==> config.mk <==
export PLATFORM = sky130hd
export DESIGN_NAME = uart_irq_ident
export DESIGN_NICKNAME = d
export VERILOG_FILES = /design/src/rtl/uart_irq_pkg.sv /design/src/rtl/uart_irq_flags.sv /design/src/rtl/uart_irq_timeout.sv /design/src/rtl/uart_irq_prio.sv /design/src/rtl/uart_irq_ident.sv
export SDC_FILE = /design/constraint.sdc
export NUM_CORES = 1
export LEC_CHECK = 0
export BUFFER_PORTS_ARGS = -buffer_cell sky130_fd_sc_hd__buf_2
export CAP_MARGIN = 20
export CORE_UTILIZATION = 41
export DETAILED_ROUTE_END_ITERATION = 16
export GPL_TIMING_DRIVEN = 0
export PLACE_DENSITY = 0.77
export SETUP_SLACK_MARGIN = 0.4
export SLEW_MARGIN = 40
export SYNTH_ARGS = -nofsm -noshare
export SYNTH_HDL_FRONTEND = slang
export SYNTH_HIERARCHICAL = 1
export SYNTH_SLANG_ARGS = --single-unit
==> constraint.sdc <==
create_clock -name clk -period 2.54 [get_ports clk]
set_input_delay 0.254 -clock clk [delete_from_list [all_inputs] [get_ports clk]]
set_output_delay 0.254 -clock clk [all_outputs]
set_load 0.01 [all_outputs]
==> src/rtl/uart_irq_pkg.sv <==
// Shared types for the UART interrupt identification unit.
// Assumes: source codes are decoded by software, so their values are fixed.
package uart_irq_pkg;

    typedef enum logic [2:0] {
        SRC_MODEM   = 3'b000,
        SRC_TXEMPTY = 3'b001,
        SRC_RXDATA  = 3'b010,
        SRC_LINE    = 3'b011,
        SRC_TIMEOUT = 3'b110
    } irq_src_e;

    // Receive trigger level in bytes for a 2-bit selection code.
    function automatic int unsigned trig_bytes(input logic [1:0] code);
        case (code)
            2'b00:   return 1;
            2'b01:   return 4;
            2'b10:   return 8;
            default: return 14;
        endcase
    endfunction

endpackage

==> src/rtl/uart_irq_flags.sv <==
// Pending flags for line status, modem status and transmit-empty sources.
// Assumes: all inputs are synchronous one-cycle strobes except tx_empty (a level).
module uart_irq_flags (
    input  logic       clk,
    input  logic       rst_n,
    input  logic [3:0] err_flags,
    input  logic       rd_line,
    input  logic [3:0] modem_delta,
    input  logic       rd_modem,
    input  logic       tx_empty,
    input  logic       tx_write,
    input  logic       te_ack,
    output logic       ls_pend,
    output logic       ms_pend,
    output logic       te_pend
);
    logic tx_empty_q;
    logic err_any;
    logic delta_any;

    assign err_any   = |err_flags;
    assign delta_any = |modem_delta;

    // Line status flag: any error sets, a line status read clears, set wins.
    always_ff @(posedge clk) begin
        if (!rst_n)        ls_pend <= 1'b0;
        else if (err_any)  ls_pend <= 1'b1;
        else if (rd_line)  ls_pend <= 1'b0;
    end

    // Modem flag: any line change sets, a modem status read clears, set wins.
    always_ff @(posedge clk) begin
        if (!rst_n)         ms_pend <= 1'b0;
        else if (delta_any) ms_pend <= 1'b1;
        else if (rd_modem)  ms_pend <= 1'b0;
    end

    // Edge detector history for tx_empty; starts high so reset makes no edge.
    always_ff @(posedge clk) begin
        if (!rst_n) tx_empty_q <= 1'b1;
        else        tx_empty_q <= tx_empty;
    end

    // Transmit-empty flag: write or acknowledged read clears, rising edge sets.
    always_ff @(posedge clk) begin
        if (!rst_n)                      te_pend <= 1'b0;
        else if (tx_write || te_ack)     te_pend <= 1'b0;
        else if (tx_empty && !tx_empty_q) te_pend <= 1'b1;
    end


    ls_clear_chk: assert property (@(posedge clk) disable iff (!rst_n)
        (rd_line && !err_any) |=> !ls_pend);

    ms_set_chk: assert property (@(posedge clk) disable iff (!rst_n)
        delta_any |=> ms_pend);

    te_write_chk: assert property (@(posedge clk) disable iff (!rst_n)
        tx_write |=> !te_pend);

endmodule

==> src/rtl/uart_irq_timeout.sv <==
// Receive character-timeout detector: counts idle character ticks while
// the receive FIFO holds data and raises a flag after IDLE_CHARS of them.
// Assumes: char_tick is one cycle wide; rx_count never exceeds the depth.
module uart_irq_timeout #(
    parameter int CNT_W      = 5,
    parameter int IDLE_CHARS = 4
) (
    input  logic             clk,
    input  logic             rst_n,
    input  logic [CNT_W-1:0] rx_count,
    input  logic             rx_push,
    input  logic             rx_read,
    input  logic             char_tick,
    output logic             to_pend
);
    localparam int TW = $clog2(IDLE_CHARS + 1);
    localparam logic [TW-1:0] LAST = TW'(IDLE_CHARS - 1);
    localparam logic [TW-1:0] FULL = TW'(IDLE_CHARS);

    logic [TW-1:0] idle_cnt;
    logic          restart;
    logic          fire;

    assign restart = rx_push || rx_read || (rx_count == '0);
    assign fire    = char_tick && !restart && (idle_cnt == LAST);

    // Idle tick counter, saturating at IDLE_CHARS, restarted by FIFO activity.
    always_ff @(posedge clk) begin
        if (!rst_n)                          idle_cnt <= '0;
        else if (restart)                    idle_cnt <= '0;
        else if (char_tick && idle_cnt != FULL) idle_cnt <= idle_cnt + 1'b1;
    end

    // Timeout flag: receive buffer read clears, the final idle tick sets.
    always_ff @(posedge clk) begin
        if (!rst_n)       to_pend <= 1'b0;
        else if (rx_read) to_pend <= 1'b0;
        else if (fire)    to_pend <= 1'b1;
    end


    idle_bound_chk: assert property (@(posedge clk) disable iff (!rst_n)
        idle_cnt <= FULL);

    to_rise_chk: assert property (@(posedge clk) disable iff (!rst_n)
        $rose(to_pend) |-> ($past(rx_count) != '0 && $past(char_tick)));

    to_clear_chk: assert property (@(posedge clk) disable iff (!rst_n)
        rx_read |=> !to_pend);

endmodule

==> src/rtl/uart_irq_prio.sv <==
// Fixed-priority encoder: picks the most urgent enabled pending source.
// Assumes: inputs are already gated by their enable bits.
module uart_irq_prio
    import uart_irq_pkg::*;
(
    input  logic     ls,
    input  logic     to,
    input  logic     da,
    input  logic     te,
    input  logic     ms,
    output logic     any,
    output irq_src_e src
);
    // Priority chain: line status, timeout, data, transmit-empty, modem.
    always_comb begin
        any = 1'b1;
        if (ls)      src = SRC_LINE;
        else if (to) src = SRC_TIMEOUT;
        else if (da) src = SRC_RXDATA;
        else if (te) src = SRC_TXEMPTY;
        else begin
            src = SRC_MODEM;
            any = ms;
        end
    end
endmodule

==> src/rtl/uart_irq_ident.sv <==
// UART interrupt identification unit (top): gates the source flags with
// their enables, forms the identification byte and the interrupt request.
// Assumes: strobes are synchronous and one cycle wide; rx_count <= FIFO_DEPTH.
module uart_irq_ident
    import uart_irq_pkg::*;
#(
    parameter int FIFO_DEPTH = 16,
    parameter int IDLE_CHARS = 4,
    parameter int CNT_W      = $clog2(FIFO_DEPTH + 1)
) (
    input  logic             clk,
    input  logic             rst_n,
    input  logic [3:0]       ien,
    input  logic [3:0]       err_flags,
    input  logic             rd_line,
    input  logic [CNT_W-1:0] rx_count,
    input  logic [1:0]       trig_code,
    input  logic             rx_push,
    input  logic             rx_read,
    input  logic             char_tick,
    input  logic             tx_empty,
    input  logic             tx_write,
    input  logic [3:0]       modem_delta,
    input  logic             rd_modem,
    input  logic             rd_ident,
    output logic             irq,
    output logic [7:0]       ident
);
    logic       ls_pend, ms_pend, te_pend, to_pend;
    logic       da_lvl;
    logic       te_ack;
    logic       any;
    irq_src_e   src;
    logic [CNT_W-1:0] trig_lvl;

    assign trig_lvl = CNT_W'(trig_bytes(trig_code));
    assign da_lvl   = (rx_count >= trig_lvl);
    assign te_ack   = rd_ident && any && (src == SRC_TXEMPTY);

    uart_irq_flags u_flags (
        .clk         (clk),
        .rst_n       (rst_n),
        .err_flags   (err_flags),
        .rd_line     (rd_line),
        .modem_delta (modem_delta),
        .rd_modem    (rd_modem),
        .tx_empty    (tx_empty),
        .tx_write    (tx_write),
        .te_ack      (te_ack),
        .ls_pend     (ls_pend),
        .ms_pend     (ms_pend),
        .te_pend     (te_pend)
    );

    uart_irq_timeout #(
        .CNT_W      (CNT_W),
        .IDLE_CHARS (IDLE_CHARS)
    ) u_timeout (
        .clk       (clk),
        .rst_n     (rst_n),
        .rx_count  (rx_count),
        .rx_push   (rx_push),
        .rx_read   (rx_read),
        .char_tick (char_tick),
        .to_pend   (to_pend)
    );

    uart_irq_prio u_prio (
        .ls  (ls_pend && ien[2]),
        .to  (to_pend && ien[0]),
        .da  (da_lvl  && ien[0]),
        .te  (te_pend && ien[1]),
        .ms  (ms_pend && ien[3]),
        .any (any),
        .src (src)
    );

    assign irq   = any;
    assign ident = {2'b11, 2'b00, src, ~any};


    line_first_chk: assert property (@(posedge clk) disable iff (!rst_n)
        (ien[2] && ls_pend) |-> (ident[3:1] == 3'b011));

    te_ack_chk: assert property (@(posedge clk) disable iff (!rst_n)
        (rd_ident && ident[3:1] == 3'b001 && !ident[0] && !tx_write) |=> !te_pend);

    masked_chk: assert property (@(posedge clk) disable iff (!rst_n)
        (ien == 4'b0000) |-> (!irq && ident == 8'hC1));

endmodule

After elaboration in Yosys (flattened, before gate mapping) --
Index checks and enable logic that the tools add are counted.
Cells by class: reductions and logical operators 25, multiplexer cells 13, add/subtract/negate cells 1, magnitude comparators 1, bitwise logic cells 2, equality and inequality tests 5
Operators with widths (count):
- case mux 4 bit (3 select lines) | 1
- logical AND 1 bit | 11
- two-way mux 1 bit | 9
- two-way mux 3 bit | 3
- OR reduction 4 bit | 2
- OR reduction 2 bit | 3
- greater-or-equal comparator 5 bit | 1
- zero test 5 bit | 1
- nonzero test 2 bit | 2
- adder 3 x 1 -> 3 bit (second input constant) | 1
- equality test 3 x 1 -> 1 bit (second input constant) | 1
- equality test 3 x 2 -> 1 bit (second input constant) | 1
- logical OR 1 bit | 3
- != test 3 bit (second input constant) | 1
- equality test 2 x 1 -> 1 bit (second input constant) | 1
- equality test 2 bit (second input constant) | 1
- zero test 1 bit | 2
- zero test 2 bit | 1
- inverter 1 bit | 2
Storage, ports and cells: logic and storage cells 53, flip-flop bits (word level) 8, input port bits 29, output and inout bits 9

Depth between registers and ports, before layout --
Gate-level depths: netlist (run 1).
depth in word-level cells 11, gate-level depth with buffers 11, depth with buffers taken out 11

Cells and area by module --
The synthesis (run 1) kept the hierarchy.
Modules (own cells, without submodules):
- uart_irq_timeout | seq. area each 80.1 sq um, area an instance 244.0 sq um, cells each 27, instances 1
- uart_irq_ident | seq. area each 0.0 sq um, area an instance 186.4 sq um, cells each 28, instances 1
- uart_irq_flags | seq. area each 80.1 sq um, area an instance 158.9 sq um, cells each 14, instances 1
- uart_irq_prio | seq. area each 0.0 sq um, area an instance 35.0 sq um, cells each 5, instances 1

Worst setup path after synthesis (run 1) --
Ideal clock, no wire load.
path type in2reg, from input port trig_code[0], to register u_flags.te_pend, required time 2.482 ns, arrival time 2.179 ns, stages on the path 11, path slack 0.303 ns, setup time 0.058 ns, path buffers 0, path through inv_1 > ha_1 > a21oi_2 > o22ai_1 > o31a_1 > or3_4 > or3_1 > nand4b_1 > nor2_1 > nor2_1 > o211a_1
On the way: word-level cells in the longest chain between the ends 11, elaborated cells on any way between the ends 17, classes of those cells order compare: 1; eq/ne: 3; mux: 7; reduce/logical: 6
RTL lines:
- start: declaration | line uart_irq_ident.sv:17 | input logic [1:0] trig_code,
- equality test 2 bit (tied with other cells) | line uart_irq_pkg.sv:15 | case (code)
- case mux 4 bit (3 select lines) * | line uart_irq_pkg.sv:15
- greater-or-equal comparator 5 bit * | line uart_irq_ident.sv:37 | assign da_lvl = (rx_count >= trig_lvl);
- logical AND 1 bit * | line uart_irq_ident.sv:71 | .da (da_lvl && ien[0]),
- two-way mux 3 bit * | line uart_irq_prio.sv:19 | else if (da) src = SRC_RXDATA;
- two-way mux 3 bit * | line uart_irq_prio.sv:18 | else if (to) src = SRC_TIMEOUT;
- two-way mux 3 bit * | line uart_irq_prio.sv:17 | if (ls) src = SRC_LINE;
- named net ident[2] | line uart_irq_ident.sv:27 | output logic [7:0] ident
- equality test 3 x 1 -> 1 bit * | line uart_irq_ident.sv:38 | assign te_ack = rd_ident && any && (src == SRC_TXEMPTY);
- logical AND 1 bit * | line uart_irq_ident.sv:38
- named net te_ack | line uart_irq_ident.sv:31 | logic te_ack;
- logical OR 1 bit * | line uart_irq_flags.sv:47 | else if (tx_write || te_ack) te_pend <= 1'b0;
- OR reduction 2 bit (no source line) *
- end signal: assignment | line uart_irq_flags.sv:46 | if (!rst_n) te_pend <= 1'b0;
- end signal: assignment | line uart_irq_flags.sv:47
- end signal: assignment | line uart_irq_flags.sv:48 | else if (tx_empty && !tx_empty_q) te_pend <= 1'b1;
- end: declaration | line uart_irq_flags.sv:15 | output logic te_pend
Mark *: on every way through the listed nets, which the timed path passes. The rest lies on a longest branch. A chain may end at the register's enable or synchronous reset.

Final worst setup path (run 1) --
from input port trig_code[0], to output port ident[0]
On the way: word-level cells in the longest chain between the ends 8, elaborated cells on any way between the ends 10, classes of those cells order compare: 1; eq/ne: 2; mux: 4; bitwise: 1; reduce/logical: 2
RTL lines:
- equality test 2 bit (tied with other cells) | line uart_irq_pkg.sv:15
- case mux 4 bit (3 select lines) * | line uart_irq_pkg.sv:15
- greater-or-equal comparator 5 bit * | line uart_irq_ident.sv:37
- logical AND 1 bit * | line uart_irq_ident.sv:71
- two-way mux 1 bit * | line uart_irq_prio.sv:19
- two-way mux 1 bit * | line uart_irq_prio.sv:18
- two-way mux 1 bit * | line uart_irq_prio.sv:17
- inverter 1 bit * | line uart_irq_ident.sv:79 | assign ident = {2'b11, 2'b00, src, ~any};
- end: declaration | line uart_irq_ident.sv:27
Mark *: on every way between the ends. The rest lies on a longest branch, timed or not.

==> results.py, run 1 <==
metrics = {
    "finish": {
        "final_util": 0.7015,
        "final_common_cell": "buf_2",
        "stdcell_area_um2": 958.4,
        "areaGrowthSynthToFinish_pct": 53.51,
        "antenna_cells": 0,
        "nets": 153,
        "layout_common_cells": "buf_2, inv_1, dfxtp_1",
        "final_layout_size_suffix_gt1_frac": 0.5130,
    },
    "setup_path": {
        "setup.worst_path.class": "primary input to output port",
        "cp_top_family": "simple AND/OR/NAND/NOR gates",
        "crit_path_max_fanout": 3,
        "r2r_cells": 8,
        "path_cells": "buf_8, inv_1, ha_4, a21oi_2, o22ai_2, o31a_1, or3_4, or3_4, inv_2, buf_6",
        "rrSetupSlack_ns": 0.71,
        "worst_setup_path_end_kind": "output port",
        "crit_top_cell": "or3_4",
        "cp.buffers_inverters": 4,
        "required_ns": 2.29,
        "cp_slowest_stage_delay_ns": 0.39,
        "timing.rr.start": "u_timeout/to_pend",
        "timing.critical_path.from_type": "primary input",
        "critPathArrivalTime_ns": 2.00,
        "crit_path_top_delay_cell": "or3_4",
        "r2r-end": "u_flags/te_pend",
    },
    "clock_tree": {
        "cts_hold_buf": 0,
        "clock_sinks": 8,
        "root_buffer": "clkbuf_4",
        "tritoncts": "done",
        "clk_pin_slew_ns": 0.06,
        "htreeDepth": 1,
        "cts_buffers": 3,
        "clock_latency_ns": 0.25,
        "cts_buffer_depth": 2,
    },
    "detailed_routing": {
        "drt_iter0_markers": 10,
        "vias_per_cell": 4.631,
        "wl_um": 1385,
        "vias": 602,
        "avgRoutedWirePerCell_um": 10.65,
        "firstDrtPassIters": 4,
        "post-route-drc-count": 0,
        "postRouteAntennaNets": 0,
    },
    "sta": {
        "clock.fmax_mhz": 443.6,
        "finalCritPeriodShare": 0.8876,
        "hold_violations": 0,
        "setup_viol": 0,
        "worst_clock_skew_ns": 0.004443,
        "min_period_ns": 2.254,
        "rsz0062_at_grt": "yes",
        "setup-tns-final_ns": 0,
        "drv_slew": 0,
    },
    "die": {
        "dieArea_mm2": 0.001683,
        "start_util": 0.4570,
        "pin_count": 38,
        "core_area_mm2": 0.001366,
        "die_width_um": 41.03,
        "die_y_um": 41.03,
        "rows": 13,
    },
    "synth": {
        "ys_types": 30,
        "synth_top_area_cell": "dfxtp_1",
        "synth.avg_cell_area_um2": 8.437,
        "ys_seq_area_frac": 0.2565,
        "syn_area_um2": 624.3,
        "netlist_instances": 74,
        "synth_top_area_frac": 0.2565,
        "ys_top_cells_by_area": "dfxtp_1, ha_1, inv_1, nand2b_1, buf_4",
        "yosys_warnings": 6,
        "synth-seq-cells": 8,
    },
    "grt": {
        "grt_pass1_vias": 517,
        "grt_max_degree": 7,
        "grt_pass1_wl_um": 2028,
        "antenna_found_initial": 0,
        "grt_overflow": 0,
        "grt_usage": 0.1867,
    },
    "power_and_ir_drop": {
        "leakage_nw": 0.4727,
        "power_per_cell_area_mw_per_mm2": 352.2,
        "ir_worst_vdd_uv": 298.3,
    },
    "place": {
        "placed_area_um2": 833.3,
        "hpwl_um": 1090,
        "finalWeightedCongestion": 0.6625,
        "io_buffers": 33,
    },
    "min_path": {
        "hold_depth": 2,
        "hold_end": "u_flags/tx_empty_q",
        "min-delay-start": "tx_empty",
        "hp-class": "primary input to flip-flop",
    },
    "flow_run": {
        "cap_violations": 0,
    },
    "status": {
        "status": "finished clean",
    },
}
==> cell type report <==
class                      count  area, um^2
multi-input combinational     53       469.2
clock buffer                   3       22.52
sequential                     8       160.2
tap                           15       18.77
inverter                      11       41.29
buffer                         4       30.03
timing repair buffer          36       216.5
fill                         108       407.9
==> worst reg2reg max path, stage by stage, from the launching register on <==
cell	delay (ns)
dfxtp_1	0.31
and2_1	0.18
or3_4	0.39
or3_4	0.39
buf_4	0.14
nand4b_1	0.09
nor2_1	0.05
nor2_1	0.09
o211a_1	0.14
==> worst max path at each step <==
| stage | start | endpoint | cells after the start |
|---|---|---|---|
| final | trig_code[0] | ident[0] | 10 |
| after global routing | rx_count[3] | ident[0] | 9 |
| after CTS | trig_code[1] | ident[0] | 10 |
| after detailed placement | trig_code[1] | u_flags/te_pend | 12 |
| after global placement | trig_code[1] | u_flags/te_pend | 12 |
| after floorplan | trig_code[1] | u_flags/te_pend | 11 |
==> power by group <==
group	total (mW)	internal, mW	switching, mW
Clock	0.0952	0.0539	0.0412
Combinational	0.111	0.0649	0.0464
Sequential	0.131	0.129	0.00170
Total	0.338	0.248	0.0893
==> registers in the layout, summed over array words and instances, names as in the netlist <==
| signal | flops |
|---|---|
| u_timeout/idle_cnt | 3 |
| u_flags/ls_pend | 1 |
| u_flags/ms_pend | 1 |
| u_flags/te_pend | 1 |
| u_flags/tx_empty_q | 1 |
| u_timeout/to_pend | 1 |
==> Yosys cell counts, drive strengths merged <==
master / number
o22ai: 1
nand2b: 5
mux2i: 1
nand2: 1
nand4b: 1
a21boi: 3
nor3b: 1
conb: 2
o31a: 1
or3: 2
o21ai: 2
dfxtp: 8
a21oi: 3
a21o: 1
nor4: 2
inv: 11
o211a: 1
and2: 4
nor2: 6
o2111ai: 1
ha: 7
buf: 4
xnor2: 1
nor2b: 3
nand3: 1
or4: 1
==> what timing repair did <==
| item | 4_1_cts | 5_1_grt |
|---|---|---|
| hold endpoints to repair | 0 | 0 |
| endpoints found under the setup margin | 2 | 3 |
| buffers inserted | 3 | 0 |
| resized for setup | 6 | 8 |
| cloned | 0 | 0 |
| pin swaps | 3 | 3 |
==> metrics by stage <==
step | power (mW) | instances | hold WS, ns | setup slack [ns]
after floorplan | 0.1815 | 76 | 0.3270 | 0.3840
after global placement | 0.2169 | 124 | 0.4390 | 0.2212
after detailed placement | 0.2193 | 124 | 0.4515 | 0.2200
after CTS | 0.3290 | 130 | 0.1963 | 0.2822
final | 0.3376 | 130 | 0.2022 | 0.2856
after global routing | 0.3625 | 130 | 0.2238 | 0.2067
==> logic make-up after synthesis <==
family | Yosys count | synth area share
and+or+nand+nor | 27 | 0.2826
muxes | 1 | 0.01603
adders and majority gates | 7 | 0.1403
other | 2 | 0.01203
AOI/OAI and AO/OA | 13 | 0.1643
xor gates and xnor gates | 1 | 0.01403
DFF | 8 | 0.2565
buffers and inverters | 15 | 0.1142
==> per-layer routing <==
| layer | GRT usage | up-vias | share of wire |
|---|---|---|---|
| met1 | 0.1902 | 265 | 0.38 |
| met5 | 0 | - | 0 |
| met2 | 0.3633 | 15 | 0.58 |
| met3 | 0.03261 | 0 | 0.038 |
| li1 | - | 322 | - |
| met4 | 0.07500 | 0 | 0 |
(Power assumes the default switching activity.)
==> run 2, diff against run 1 <==
--- a/config.mk
+++ b/config.mk
@@ -10,7 +10,7 @@
 export CORE_UTILIZATION = 41
 export DETAILED_ROUTE_END_ITERATION = 16
 export GPL_TIMING_DRIVEN = 0
-export PLACE_DENSITY = 0.77
+export PLACE_DENSITY = 0.84
 export SETUP_SLACK_MARGIN = 0.4
 export SLEW_MARGIN = 40
 export SYNTH_ARGS = -nofsm -noshare
==> run 2 against run 1 <==
Against the previous run: non-clock buffer count is 1 lower; first-iteration DRC count is the same; global-route usage up 0.091 points; worst setup slack gained 0.022 ns; utilization fell by 3.3 points; design area fell by 4.7%; combinational power down 11%; power shrank 2.3%; clock power rose by 4.7%; critical path type unchanged.
==> results.py, run 2 (same netlist as run 1, synthesis figures left out) <==
metrics = {
    "status": {
        "status": "finished clean",
    },
    "setup_path": {
        "crit_path_max_fanout": 3,
        "timing.critical_path.from_type": "primary input",
        "worst_setup_path_end_kind": "output port",
        "rrSetupSlack_ns": 0.85,
        "required_ns": 2.29,
        "critPathArrivalTime_ns": 1.98,
        "setup.worst_path.class": "primary input to output port",
    },
    "sta": {
        "setup_viol": 0,
        "worst_clock_skew_ns": 0.007368,
        "clock.fmax_mhz": 448.0,
        "rsz0062_at_grt": "yes",
        "finalCritPeriodShare": 0.8789,
        "setup-tns-final_ns": 0,
        "min_period_ns": 2.232,
        "hold_ws_ns": 0.1962,
        "drv_slew": 0,
        "hold_violations": 0,
    },
    "clock_tree": {
        "cts_hold_buf": 0,
        "clock_sinks": 8,
        "clock_latency_ns": 0.26,
        "cts_buffer_depth": 2,
        "cts_buffers": 3,
        "tritoncts": "done",
        "clk_pin_slew_ns": 0.05,
        "root_buffer": "clkbuf_4",
        "htreeDepth": 1,
    },
    "finish": {
        "nets": 152,
        "antenna_cells": 0,
        "layout_common_cells": "buf_2, inv_1, dfxtp_1",
        "areaGrowthSynthToFinish_pct": 46.29,
        "top_register": "u_timeout/idle_cnt",
        "final_common_cell": "buf_2",
        "final_layout_size_suffix_gt1_frac": 0.4825,
        "largest_reg_flops": 3,
    },
    "die": {
        "die_y_um": 41.03,
        "rows": 13,
        "start_util": 0.4570,
        "dieArea_mm2": 0.001683,
        "pin_count": 38,
        "core_area_mm2": 0.001366,
        "die_width_um": 41.03,
    },
    "grt": {
        "grt_pass1_vias": 568,
        "grt_overflow": 0,
        "antenna_found_initial": 0,
        "grt_max_degree": 7,
        "grt_usage": 0.1876,
        "grt_pass1_wl_um": 2125,
    },
    "detailed_routing": {
        "vias_per_cell": 4.938,
        "postRouteAntennaNets": 0,
        "drt_iter0_markers": 10,
        "firstDrtPassIters": 4,
        "wl_um": 1368,
        "post-route-drc-count": 0,
        "vias": 637,
        "avgRoutedWirePerCell_um": 10.60,
    },
    "place": {
        "io_buffers": 33,
        "hpwl_um": 1098,
        "finalWeightedCongestion": 0.6653,
    },
    "min_path": {
        "hp-class": "primary input to flip-flop",
    },
    "power_and_ir_drop": {
        "power_per_cell_area_mw_per_mm2": 361.2,
        "leakage_nw": 0.4595,
        "ir_worst_vdd_uv": 248.3,
    },
    "flow_run": {
        "cap_violations": 0,
    },
}
## run 2: cell count changes in the layout (fill, tap and decap cells not counted), sizes merged
| cell | change |
|---|---|
| buf | -1 |
## run 2: final cells by class
type | instances | area [um^2]
Timing Repair Buffer | 35 | 202.7
Multi-Input combinational cell | 53 | 437.9
Sequential cell | 8 | 160.2
Tap cell | 15 | 18.77
Clock buffer | 3 | 22.52
Inverter | 11 | 41.29
Buffer | 4 | 30.03
Fill cell | 109 | 452.9
## run 2: timing repair
item | CTS | global route
setup buffers | 1 | 1
cloned | 0 | 0
pin swaps | 6 | 5
endpoints found under the setup margin | 2 | 4
gates resized for setup | 7 | 2
hold endpoints to repair | 0 | 0
## run 2: per-layer routing
metal,track usage,vias to the layer above,part of all wire,wire length [um]
li1,-,322,-,-
met1,0.2092,293,0.39,527
met4,0.05000,0,0.0058,8
met3,0.03261,2,0.050,69
met5,0,-,0,0
met2,0.3555,20,0.56,762
## run 2: report_power, final
part           switching [mW]  total, mW  internal [mW]
Sequential            0.00174      0.131          0.129
Clock                  0.0455     0.0997         0.0542
Combinational          0.0426     0.0991         0.0565
## run 2: final timing paths
check,startpoint,endpoint,cells after the start
hold reg to reg,u_timeout/to_pend,u_timeout/to_pend,2
hold / removal,tx_empty,u_flags/tx_empty_q,2
setup reg to reg,u_timeout/to_pend,u_flags/te_pend,7
setup / recovery,trig_code[0],ident[0],10
## run 2: through the flow
step | setup WS (ns) | cell area, um^2 | cells | utilization | power [mW]
final | 0.3077 | 913.4 | 129 | 0.6685 | 0.3299
after detailed placement | 0.1932 | 833.3 | 124 | 0.6099 | 0.2189
after global routing | 0.2459 | 913.4 | 129 | 0.6685 | 0.3454
after CTS | 0.2357 | 893.4 | 128 | 0.6538 | 0.3267
after floorplan | 0.3840 | 649.4 | 76 | - | 0.1815
after global placement | 0.2095 | 833.3 | 124 | 0.6099 | 0.2171
## run 2: worst max-delay path: stages
cell	delay, ns
buf_8	0.10
nor2_4	0.11
ha_4	0.20
nor2b_1	0.10
o22ai_1	0.09
o31a_1	0.25
or3_4	0.33
or3_4	0.38
inv_2	0.06
buf_6	0.09
==> run 3, diff against run 2 <==
--- a/config.mk
+++ b/config.mk
@@ -11,6 +11,7 @@
 export DETAILED_ROUTE_END_ITERATION = 16
 export GPL_TIMING_DRIVEN = 0
 export PLACE_DENSITY = 0.84
+export RECOVER_POWER = 100
 export SETUP_SLACK_MARGIN = 0.4
 export SLEW_MARGIN = 40
 export SYNTH_ARGS = -nofsm -noshare
==> run 3 against run 2 <==
Against the previous run: routed wire length shrank 0.37%; flip-flop and latch count is the same; power shrank 1.2%; cell count is the same; die area is the same; clock skew is essentially flat; critical path type unchanged; critical endpoint unchanged.
==> results.py, run 3 (same netlist as run 1, synthesis figures left out) <==
metrics = {
    "status": {
        "status": "finished clean",
    },
    "power_and_ir_drop": {
        "ir_worst_vdd_uv": 244.0,
        "power_per_cell_area_mw_per_mm2": 363.1,
        "power_mw": 0.3258,
        "leakage_nw": 0.4509,
    },
    "clock_tree": {
        "cts_hold_buf": 0,
        "clk_pin_slew_ns": 0.05,
        "clock_sinks": 8,
        "clock_latency_ns": 0.25,
        "cts_buffer_depth": 2,
        "root_buffer": "clkbuf_4",
        "tritoncts": "done",
        "cts_buffers": 3,
        "htreeDepth": 1,
    },
    "finish": {
        "fin_cells": 129,
        "layout_common_cells": "buf_2, inv_1, dfxtp_1",
        "largest_reg_flops": 3,
        "top_register": "u_timeout/idle_cnt",
        "stdcell_area_um2": 897.1,
        "nets": 152,
        "final_layout_size_suffix_gt1_frac": 0.4474,
        "antenna_cells": 0,
        "areaGrowthSynthToFinish_pct": 43.69,
        "final_common_cell": "buf_2",
    },
    "setup_path": {
        "critPathArrivalTime_ns": 2.09,
        "crit_top_cell": "or3_4",
        "worst_setup_path_end_kind": "output port",
        "r2r_cells": 7,
        "required_ns": 2.29,
        "cp_top_family": "simple AND/OR/NAND/NOR gates",
        "cp_slowest_stage_delay_ns": 0.38,
        "path_cells": "buf_8, nor2_1, ha_4, nor2b_1, o22ai_1, o31a_1, or3_4, or3_4, inv_2, buf_6",
        "crit_path_top_delay_cell": "or3_4",
        "path_depth": 10,
        "crit_path_max_fanout": 3,
        "timing.critical_path.from_type": "primary input",
        "setup.worst_path.class": "primary input to output port",
        "cp.buffers_inverters": 3,
    },
    "sta": {
        "min_period_ns": 2.342,
        "setup_viol": 0,
        "rsz0062_at_grt": "yes",
        "finalCritPeriodShare": 0.9221,
        "worst_slack_ns": 0.1978,
        "drv_slew": 0,
        "hold_violations": 0,
        "worst_clock_skew_ns": 0.007164,
        "setup-tns-final_ns": 0,
        "clock.fmax_mhz": 427.0,
    },
    "die": {
        "die_width_um": 41.03,
        "dieArea_mm2": 0.001683,
        "core_area_mm2": 0.001366,
        "pin_count": 38,
        "rows": 13,
        "start_util": 0.4570,
        "die_y_um": 41.03,
    },
    "place": {
        "finalWeightedCongestion": 0.6653,
        "placed_area_um2": 833.3,
        "dp_cells": 124,
        "pre_cts_slack_ns": 0.1932,
        "hpwl_um": 1098,
        "io_buffers": 33,
    },
    "grt": {
        "grt_usage": 0.1876,
        "grt_overflow": 0,
        "grt_pass1_wl_um": 2125,
        "grt_max_degree": 7,
        "grt_pass1_vias": 568,
        "antenna_found_initial": 0,
    },
    "detailed_routing": {
        "drt_iter0_markers": 10,
        "postRouteAntennaNets": 0,
        "vias": 629,
        "wl_um": 1363,
        "avgRoutedWirePerCell_um": 10.57,
        "post-route-drc-count": 0,
        "firstDrtPassIters": 4,
        "vias_per_cell": 4.876,
    },
    "flow_run": {
        "cap_violations": 0,
    },
    "min_path": {
        "hp-class": "primary input to flip-flop",
        "hold_depth": 2,
    },
}
run 3: layer usage:
| layer | GRT usage | vias up | routed length (um) |
|---|---|---|---|
| met4 | 0.05000 | 0 | 19 |
| li1 | - | 323 | - |
| met5 | 0 | - | 0 |
| met2 | 0.3555 | 16 | 748 |
| met1 | 0.2092 | 286 | 533 |
| met3 | 0.03261 | 4 | 62 |
run 3: worst reg2reg max path: stages, from the launching register on:
cell and delay [ns]:
dfxtp_1 0.31, and2_0 0.18, or3_4 0.40, or3_4 0.38, nand4b_1 0.10, nor2_1 0.05
nor2_1 0.09, o211a_1 0.14
run 3: where the power goes:
part | total (mW) | leakage (nW) | internal [mW] | switching [mW]
combinational | 0.0962 | 0.371 | 0.0548 | 0.0414
clock | 0.0985 | 0.0138 | 0.0542 | 0.0443
sequential | 0.131 | 0.0656 | 0.129 | 0.00172
total | 0.326 | 0.451 | 0.238 | 0.0875
run 3: path summary, 6_finish.rpt:
kind                         to  slack, ns               from
max                    ident[0]       0.20       trig_code[0]
min          u_flags/tx_empty_q       0.20           tx_empty
max reg2reg     u_flags/te_pend       0.84  u_timeout/to_pend
min reg2reg   u_timeout/to_pend       0.45  u_timeout/to_pend
run 3: layout make-up:
cell class	instances	area, um^2
buffer	4	30.03
clock buffer	3	22.52
fill	115	469.2
inverter	11	41.29
multi-input combinational	53	424.2
sequential	8	160.2
tap	15	18.77
timing repair buffer	35	200.2
run 3: what timing repair did:
item | 4_1_cts | 5_1_grt
setup endpoints to repair | 2 | 4
pin swaps | 6 | 5
resized for setup | 7 | 2
setup buffers | 1 | 1
cloned | 0 | 0
run 3: metrics by stage:
stage / util / hold WS, ns
final: 0.6566 / 0.1981
after global routing: 0.6566 / 0.2165
after CTS: 0.6538 / 0.1977
after detailed placement: 0.6099 / 0.4414
after global placement: 0.6099 / 0.4285
after floorplan: - / 0.3270
